File: config.mk
export PLATFORM = sky130hd
export DESIGN_NAME = refill_seq
export DESIGN_NICKNAME = d
export VERILOG_FILES = /design/src/rtl/refill_pkg.sv /design/src/rtl/refill_ctrl.sv /design/src/rtl/refill_order.sv /design/src/rtl/refill_mask.sv /design/src/rtl/refill_seq.sv
export SDC_FILE = /design/constraint.sdc
export NUM_CORES = 1
export LEC_CHECK = 0
export BUFFER_PORTS_ARGS = -buffer_cell sky130_fd_sc_hd__clkbuf_2
export CAP_MARGIN = 20
export CORE_MARGIN = 3
export CORE_UTILIZATION = 25
export CTS_CLUSTER_DIAMETER = 100
export DETAILED_ROUTE_END_ITERATION = 10
export PLACE_DENSITY_LB_ADDON = 0.12
export SLEW_MARGIN = 10
export SYNTH_ARGS = -nofsm -noshare
export SYNTH_HDL_FRONTEND = slang
export SYNTH_SLANG_ARGS = --single-unit
File: constraint.sdc
create_clock -name clk -period 2.6 [get_ports clk]
set_input_delay 0.52 -clock clk [delete_from_list [all_inputs] [get_ports clk]]
set_output_delay 0.52 -clock clk [all_outputs]
set_load 0.02 [all_outputs]
File: src/rtl/refill_pkg.sv
package refill_pkg;

   typedef enum logic {
      ST_IDLE = 1'b0,
      ST_FILL = 1'b1
   } fill_state_e;

   function automatic bit is_pow2(input int v);
      return (v > 0) && ((v & (v - 1)) == 0);
   endfunction

endpackage

File: src/rtl/refill_ctrl.sv
module refill_ctrl (
   input  logic clk,
   input  logic rst_n,
   input  logic start_valid,
   input  logic beat,
   input  logic last_beat,
   output logic busy,
   output logic accept,
   output logic done
);
   import refill_pkg::*;

   fill_state_e state_q;
   logic        done_q;

   assign busy   = (state_q == ST_FILL);
   assign accept = start_valid && (state_q == ST_IDLE);
   assign done   = done_q;

   always_ff @(posedge clk) begin
      if (!rst_n) begin
         state_q <= ST_IDLE;
         done_q  <= 1'b0;
      end else begin
         done_q <= beat && last_beat;
         unique case (state_q)
            ST_IDLE: if (accept)            state_q <= ST_FILL;
            ST_FILL: if (beat && last_beat) state_q <= ST_IDLE;
            default:                        state_q <= ST_IDLE;
         endcase
      end
   end

   // a new request while idle always leads to a busy cycle
   assert_accept_busy_R1: assert property (@(posedge clk) disable iff (!rst_n)
      (start_valid && !busy) |=> busy);

   // completion is a single-cycle pulse
   assert_done_pulse_R7: assert property (@(posedge clk) disable iff (!rst_n)
      done |=> !done);

   // last beat ends the refill and raises completion
   assert_done_after_last_R7: assert property (@(posedge clk) disable iff (!rst_n)
      (beat && last_beat) |=> (done && !busy));

endmodule

File: src/rtl/refill_order.sv
module refill_order #(
   parameter int NUM_WORDS = 8,
   parameter int IDX_W     = 3
) (
   input  logic             clk,
   input  logic             rst_n,
   input  logic             accept,
   input  logic [IDX_W-1:0] start_idx,
   input  logic             beat,
   output logic [IDX_W-1:0] idx,
   output logic             last_beat
);
   localparam logic [IDX_W-1:0] LAST_CNT = IDX_W'(NUM_WORDS - 1);

   logic [IDX_W-1:0] idx_q;
   logic [IDX_W-1:0] cnt_q;

   assign idx       = idx_q;
   assign last_beat = (cnt_q == LAST_CNT);

   always_ff @(posedge clk) begin
      if (!rst_n) begin
         idx_q <= '0;
         cnt_q <= '0;
      end else if (accept) begin
         idx_q <= start_idx;
         cnt_q <= '0;
      end else if (beat) begin
         idx_q <= idx_q + 1'b1;
         cnt_q <= cnt_q + 1'b1;
      end
   end

   // order steps by one longword and wraps inside the line
   assert_wrap_step_R5: assert property (@(posedge clk) disable iff (!rst_n)
      (beat && !last_beat && !accept) |=> (idx_q == IDX_W'($past(idx_q) + 1'b1)));

   // the first beat starts at the miss longword
   assert_first_idx_R4: assert property (@(posedge clk) disable iff (!rst_n)
      accept |=> (idx_q == $past(start_idx)));

endmodule

File: src/rtl/refill_mask.sv
module refill_mask #(
   parameter int NUM_WORDS  = 8,
   parameter int WORD_BYTES = 4,
   parameter int IDX_W      = 3
) (
   input  logic                            clk,
   input  logic                            rst_n,
   input  logic                            accept,
   input  logic [NUM_WORDS*WORD_BYTES-1:0] wmask,
   input  logic [IDX_W-1:0]                idx,
   output logic [WORD_BYTES-1:0]           bmask
);
   localparam int LINE_BYTES = NUM_WORDS * WORD_BYTES;

   logic [LINE_BYTES-1:0] mask_q;
   logic [WORD_BYTES-1:0] slice [NUM_WORDS];

   always_ff @(posedge clk) begin
      if (!rst_n)      mask_q <= '0;
      else if (accept) mask_q <= wmask;
   end

   for (genvar w = 0; w < NUM_WORDS; w++) begin : g_slice
      assign slice[w] = mask_q[w*WORD_BYTES +: WORD_BYTES];
   end

   assign bmask = ~slice[idx];

   // captured store mask is held for the whole refill
   assert_mask_hold_R2: assert property (@(posedge clk) disable iff (!rst_n)
      !accept |=> $stable(mask_q));

endmodule

File: src/rtl/refill_seq.sv
module refill_seq #(
   parameter  int LINE_BYTES = 32,
   parameter  int WORD_BYTES = 4,
   localparam int NUM_WORDS  = LINE_BYTES / WORD_BYTES,
   localparam int IDX_W      = (NUM_WORDS > 1) ? $clog2(NUM_WORDS) : 1,
   localparam int WORD_W     = 8 * WORD_BYTES
) (
   input  logic                  clk,
   input  logic                  rst_n,
   input  logic                  start_valid,
   input  logic [IDX_W-1:0]      start_word,
   input  logic [LINE_BYTES-1:0] start_mask,
   output logic                  busy,
   input  logic                  fill_valid,
   input  logic [WORD_W-1:0]     fill_data,
   output logic                  fill_ready,
   output logic                  line_we,
   output logic [IDX_W-1:0]      line_widx,
   output logic [WORD_BYTES-1:0] line_bmask,
   output logic [WORD_W-1:0]     line_wdata,
   output logic                  done
);
   if (WORD_BYTES < 1 || (LINE_BYTES % WORD_BYTES) != 0) begin : g_bad_word
      $error("refill_seq: line size must be a multiple of the word size");
   end
   if (!refill_pkg::is_pow2(NUM_WORDS) || NUM_WORDS < 2) begin : g_bad_line
      $error("refill_seq: longword count must be a power of two of at least 2");
   end

   logic             accept;
   logic             beat;
   logic             last_beat;
   logic [IDX_W-1:0] idx;

   assign beat = busy && fill_valid;

   refill_ctrl u_ctrl (
      .clk        (clk),
      .rst_n      (rst_n),
      .start_valid(start_valid),
      .beat       (beat),
      .last_beat  (last_beat),
      .busy       (busy),
      .accept     (accept),
      .done       (done)
   );

   refill_order #(
      .NUM_WORDS(NUM_WORDS),
      .IDX_W    (IDX_W)
   ) u_order (
      .clk      (clk),
      .rst_n    (rst_n),
      .accept   (accept),
      .start_idx(start_word),
      .beat     (beat),
      .idx      (idx),
      .last_beat(last_beat)
   );

   refill_mask #(
      .NUM_WORDS (NUM_WORDS),
      .WORD_BYTES(WORD_BYTES),
      .IDX_W     (IDX_W)
   ) u_mask (
      .clk   (clk),
      .rst_n (rst_n),
      .accept(accept),
      .wmask (start_mask),
      .idx   (idx),
      .bmask (line_bmask)
   );

   assign fill_ready = busy;
   assign line_we    = beat;
   assign line_widx  = idx;
   assign line_wdata = fill_data;

   // nothing is written or absorbed while idle
   assert_idle_quiet_R3: assert property (@(posedge clk) disable iff (!rst_n)
      !busy |-> (!fill_ready && !line_we));

   // a refused start with no beat leaves the order untouched
   assert_refuse_start_R2: assert property (@(posedge clk) disable iff (!rst_n)
      (busy && start_valid && !fill_valid) |=> (busy && $stable(line_widx)));

   // completion never coincides with a write
   assert_done_no_write_R7: assert property (@(posedge clk) disable iff (!rst_n)
      done |-> !line_we);

endmodule

; Word-level counts from Yosys, hierarchy flattened
; Cells that the tools add are included.
[totals]
elab_cells = 26
ff_bits = 40
out_inout_bits = 43
[classes]
mux = 8
add_sub_neg = 2
n_reduce_logical = 5
bitwise = 4
order_cmp = 1
n_eq_ne = 1
[ops]
columns = operator, count
row1 = 4-bit binary-select mux with 3-bit select, 1
row2 = 4-bit 2-to-1 mux, 2
row3 = 3-bit by 1-bit adder with 3-bit output (second input constant), 2
row4 = 3-bit 2-to-1 mux, 2
row5 = 4-bit >= comparator (second input constant), 1
row6 = 3-bit NOT with 4-bit output, 1
row7 = 4-bit NOT, 1
row8 = 3-bit == test (second input constant), 1
row9 = 1-bit logical AND, 3
row10 = 1-bit 2-to-1 mux, 2
row11 = 1-bit NOT, 2
row12 = 1-bit one-hot mux with 2 select lines, 1
row13 = 2-bit nonzero test, 1
row14 = 2-bit OR reduction, 1

; Logic depth before layout (Yosys ltp)
[depth]
word_depth = 5
depth_mapped = 5
depth_no_buf = 4

; Cells and area by module
; A second synthesis with hierarchy kept.
[unflattened]
hier_cells = 186
hier_area_um2 = 2057.0
[by_module_without_submodules]
columns = mod, cells_each, area_per_inst_um2, n_inst
row1 = refill_mask, 118, 1438.9, 1
row2 = refill_order, 28, 297.8, 1
row3 = refill_seq, 34, 254.0, 1
row4 = refill_ctrl, 6, 66.3, 1

; Least setup slack after synthesis
; No wires, ideal clock.
[synth_timing]
path_kind = register to output
start = reg u_order.idx_q[0], in the netlist u_order.idx[0]
end = out line_bmask[0]
arrival_ns = 1.564
setup_slack_ns = 0.516
path_stages_with_launch = 4
cell_sequence = dfxtp_1 > buf_6 > mux4_1 > mux2i_1
[synth_via]
elab_chain_cells = 5
[synth_rtl]
columns = element, line_no
row1 = "start, declared", refill_order.sv:15  ; logic [IDX_W-1:0] idx_q;
row2 = "start signal, assigned", refill_order.sv:26  ; idx_q <= start_idx;
row3 = "start signal, assigned", refill_order.sv:29  ; idx_q <= idx_q + 1'b1;
row4 = 3-bit NOT with 4-bit output (implied by the code), refill_mask.sv:27  ; assign bmask = ~slice[idx];
row5 = 4-bit binary-select mux with 3-bit select, refill_mask.sv:27
row6 = 4-bit 2-to-1 mux (implied by the code) (2 in series), refill_mask.sv:27
row7 = 4-bit NOT, refill_mask.sv:27
row8 = "end, declared", refill_seq.sv:19  ; output logic [WORD_BYTES-1:0] line_bmask,
; Every way passes these cells. The select of a mux whose other input is x is not followed.

; Worst setup path in the final report
; Ends and elaborated chain as after synthesis.

==> impl_metrics.toml <==
[final_layout]
final_net_count = 310
nFillCells = 887
most-common-layout-cells = "nand2_1, clkbuf_2, dfxtp_1"
regArea_um2 = 802
drive_gt1_share_pct = 25.3
antenna_cells = 0
area_growth_pct = 7.65
final_common_cell = "nand2_1"
multiInputGateArea_um2 = 911

[power_and_ir_drop]
clkPwrFrac_pct = 33.2
powerDensity_mw_per_mm2 = 581
comb_power_share_pct = 14.1
irDropWorstVdd_uv = 174
intPower_uw = 948
switching_share_pct = 25.9
leakagePower_uw = 0.000929
power_switching_uw = 331
power_frac_seq_pct = 52.7

[min_path]
hold_depth = 3
whs_endpoint = "u_mask.mask_q[6]"
worstHoldStart = "start_mask[6]"
hp-class = "primary input to flip-flop"

[timing]
period_share_pct = 89.5
worst_slew_pin_slew_ns = 0.675
setup_viol = 0
hold_slack_ns = 0.452
slew_headroom_pct = 55.0
fin_tns_setup_ns = 0
rsz0062_at_grt = "false"
fmax_ghz = 0.430
finalHoldViolations = 0
final_max_slew_viol_count = 0
fin_skew_ns = 0.00828
fin_crit_ns = 2.33

[cts]
clock_sinks = 40
clock_latency_ns = 0.29
cts_max_path_buffers = 2
numCtsBuffers = 5
path_clk_slew_ns = 0.08
cts_tree = "yes"
cts_max_level = 2
clockRootBuffer = "clkbuf_8"

[die]
core.rowCount = 32
die-area_mm2 = 0.00930
die_w_um = 96.5
die_height_um = 96.5
start_util_pct = 26.1
core-area_mm2 = 0.00785
io_pins = 114

[setup_path]
endpoint_kind = "output port"
cp_max_fo = 12
reg2reg_depth = 4
critPathKind = "flip-flop to output port"
ff2ff_setup_slack_ns = 1.28
arrival_ns = 1.81
worstPathRequired_ns = 2.08
reg2reg_to = "u_order.idx[2]"
worstSetupStartpoint = "u_order.idx[0]"
reg2reg_from = "u_ctrl.busy"
critPathLaunchType = "flip-flop"

[routing]
num_vias = 1457
post_drt_wl_per_cell_um = 13.8
drt-initial-drc-count = 25
top_layer = "met4"
dr.pass1.iters = 4
wl_met1_mm = 2.18
met2_length_mm = 2.14
wl_met3_um = 328
final_antenna_net_count = 0
drc_errors = 0
drt-vias-per-instance = 4.30
finalWirelength_mm = 4.69

[run_status]
status = "finished clean"

[placed_design]
dp_hpwl_mm = 3.32
numPortBuffers = 49
gp_congestion = 0.693

[synthesis]
ys_seq_elements = 40
synth_fp_nets = 299
synthTopCellsByArea = "dfxtp_1, buf_4, nand2_1, a21boi_0, mux4_1"
syn_avg_cell_area_um2 = 9.09
synth_top_cell_by_area = "dfxtp_1"
synth_top_area_share_pct = 39.1
seq_area_frac_synth_pct = 39.1
synthCells = 225
netlist_area_mm2 = 0.00205
ys_types = 23
ys.warnings.count = 0

[job]
cap_violations = 0

[global_routing]
grt_max_degree = 39
grt_pass1_wl_mm = 7.31
grt_usage_pct = 10.6
antenna_found_initial = 0
grt_pass1_vias = 1516
gr-total-overflow = 0
## cells in the mapped netlist
cell type,number
a21boi_0,34
clkbuf_1,5
mux2i_1,4
xnor2_1,1
buf_4,37
nand2b_1,1
buf_2,5
buf_6,1
nor2b_1,1
and3_1,1
inv_1,1
nand2_1,70
ha_1,3
a21oi_1,2
a31oi_1,1
o21ai_0,1
nor2_1,2
a2bb2oi_1,2
nand3_1,3
nor3_1,1
mux4_1,8
dfxtp_1,40
o221ai_1,1
## sequential cells by signal (all words and copies together) (netlist names)
signal / count
u_order.idx: 3
u_ctrl.done: 1
u_order.cnt_q: 3
u_mask.mask_q: 32
u_ctrl.busy: 1
## per-stage QoR
stage / setup slack, ns / area (µm²) / std cells / power (µW) / util (%)
6_report: 0.272 / 2200 / 339 / 1280 / 28.1
5_1_grt: 0.161 / 2200 / 339 / 1360 / 28.1
4_1_cts: 0.0200 / 2200 / 339 / 1310 / 28.0
3_5_place_dp: 0.344 / 2110 / 331 / 875 / 26.9
3_3_place_gp: 0.394 / 2110 / 331 / 875 / 26.9
2_1_floorplan: 0.516 / 2050 / 225 / 876 / -
## metal layers
layer  vias up  global-route usage (%)
met2        49                    17.2
li1        740                       -
met5         -                       0
met1       664                    13.3
met3         4                    3.25
met4         0                    3.50
## power by group through the flow
stage               clock, µW  combinational [µW]  sequential (µW)
floorplan                   0                 197              679
global placement            0                 185              690
detailed placement          0                 186              689
CTS                       445                 186              675
global route              471                 206              679
finish                    425                 180              674
## cell families (layout without fill, tap and decap cells)
group / Yosys count / in the layout / share of synthesized area (%)
and+or+nand+nor: 79 / 79 / 15.1
buffers and inverters: 49 / 61 / 16.5
AOI/OAI and AO/OA: 41 / 41 / 14.8
DFF: 40 / 40 / 39.1
muxes: 12 / 12 / 12.2
adders and majority gates: 3 / 3 / 1.84
xor gates and xnor gates: 1 / 1 / 0.428
## repair_timing
action	4_1_cts	5_1_grt
setup buffers	0	0
hold buffers	0	0
gates resized for setup	0	1
endpoints found under the setup margin	0	4
## critical path, cell delays in order (launching register included)
cell and delay [ns]:
dfxtp_2 0.52, mux4_1 0.61, mux2i_1 0.20, clkbuf_2 0.20
## how the worst max path moves through the flow
stage,endpoint,slack [ns],cells after the start
2_1_floorplan,line_bmask[0],0.52,3
3_3_place_gp,line_bmask[3],0.39,3
3_5_place_dp,line_bmask[3],0.34,3
4_1_cts,line_bmask[3],0.02,3
5_1_grt,line_bmask[3],0.16,3
6_report,line_bmask[0],0.27,3
## cell type report
class | instances | area share [%]
Clock buffer | 8 | 4.09
Inverter | 1 | 0.170
Multi-Input combinational cell | 136 | 41.4
Sequential cell | 40 | 36.4
Tap cell | 102 | 5.80
Timing Repair Buffer | 52 | 12.2
(Power assumes the default switching activity.)
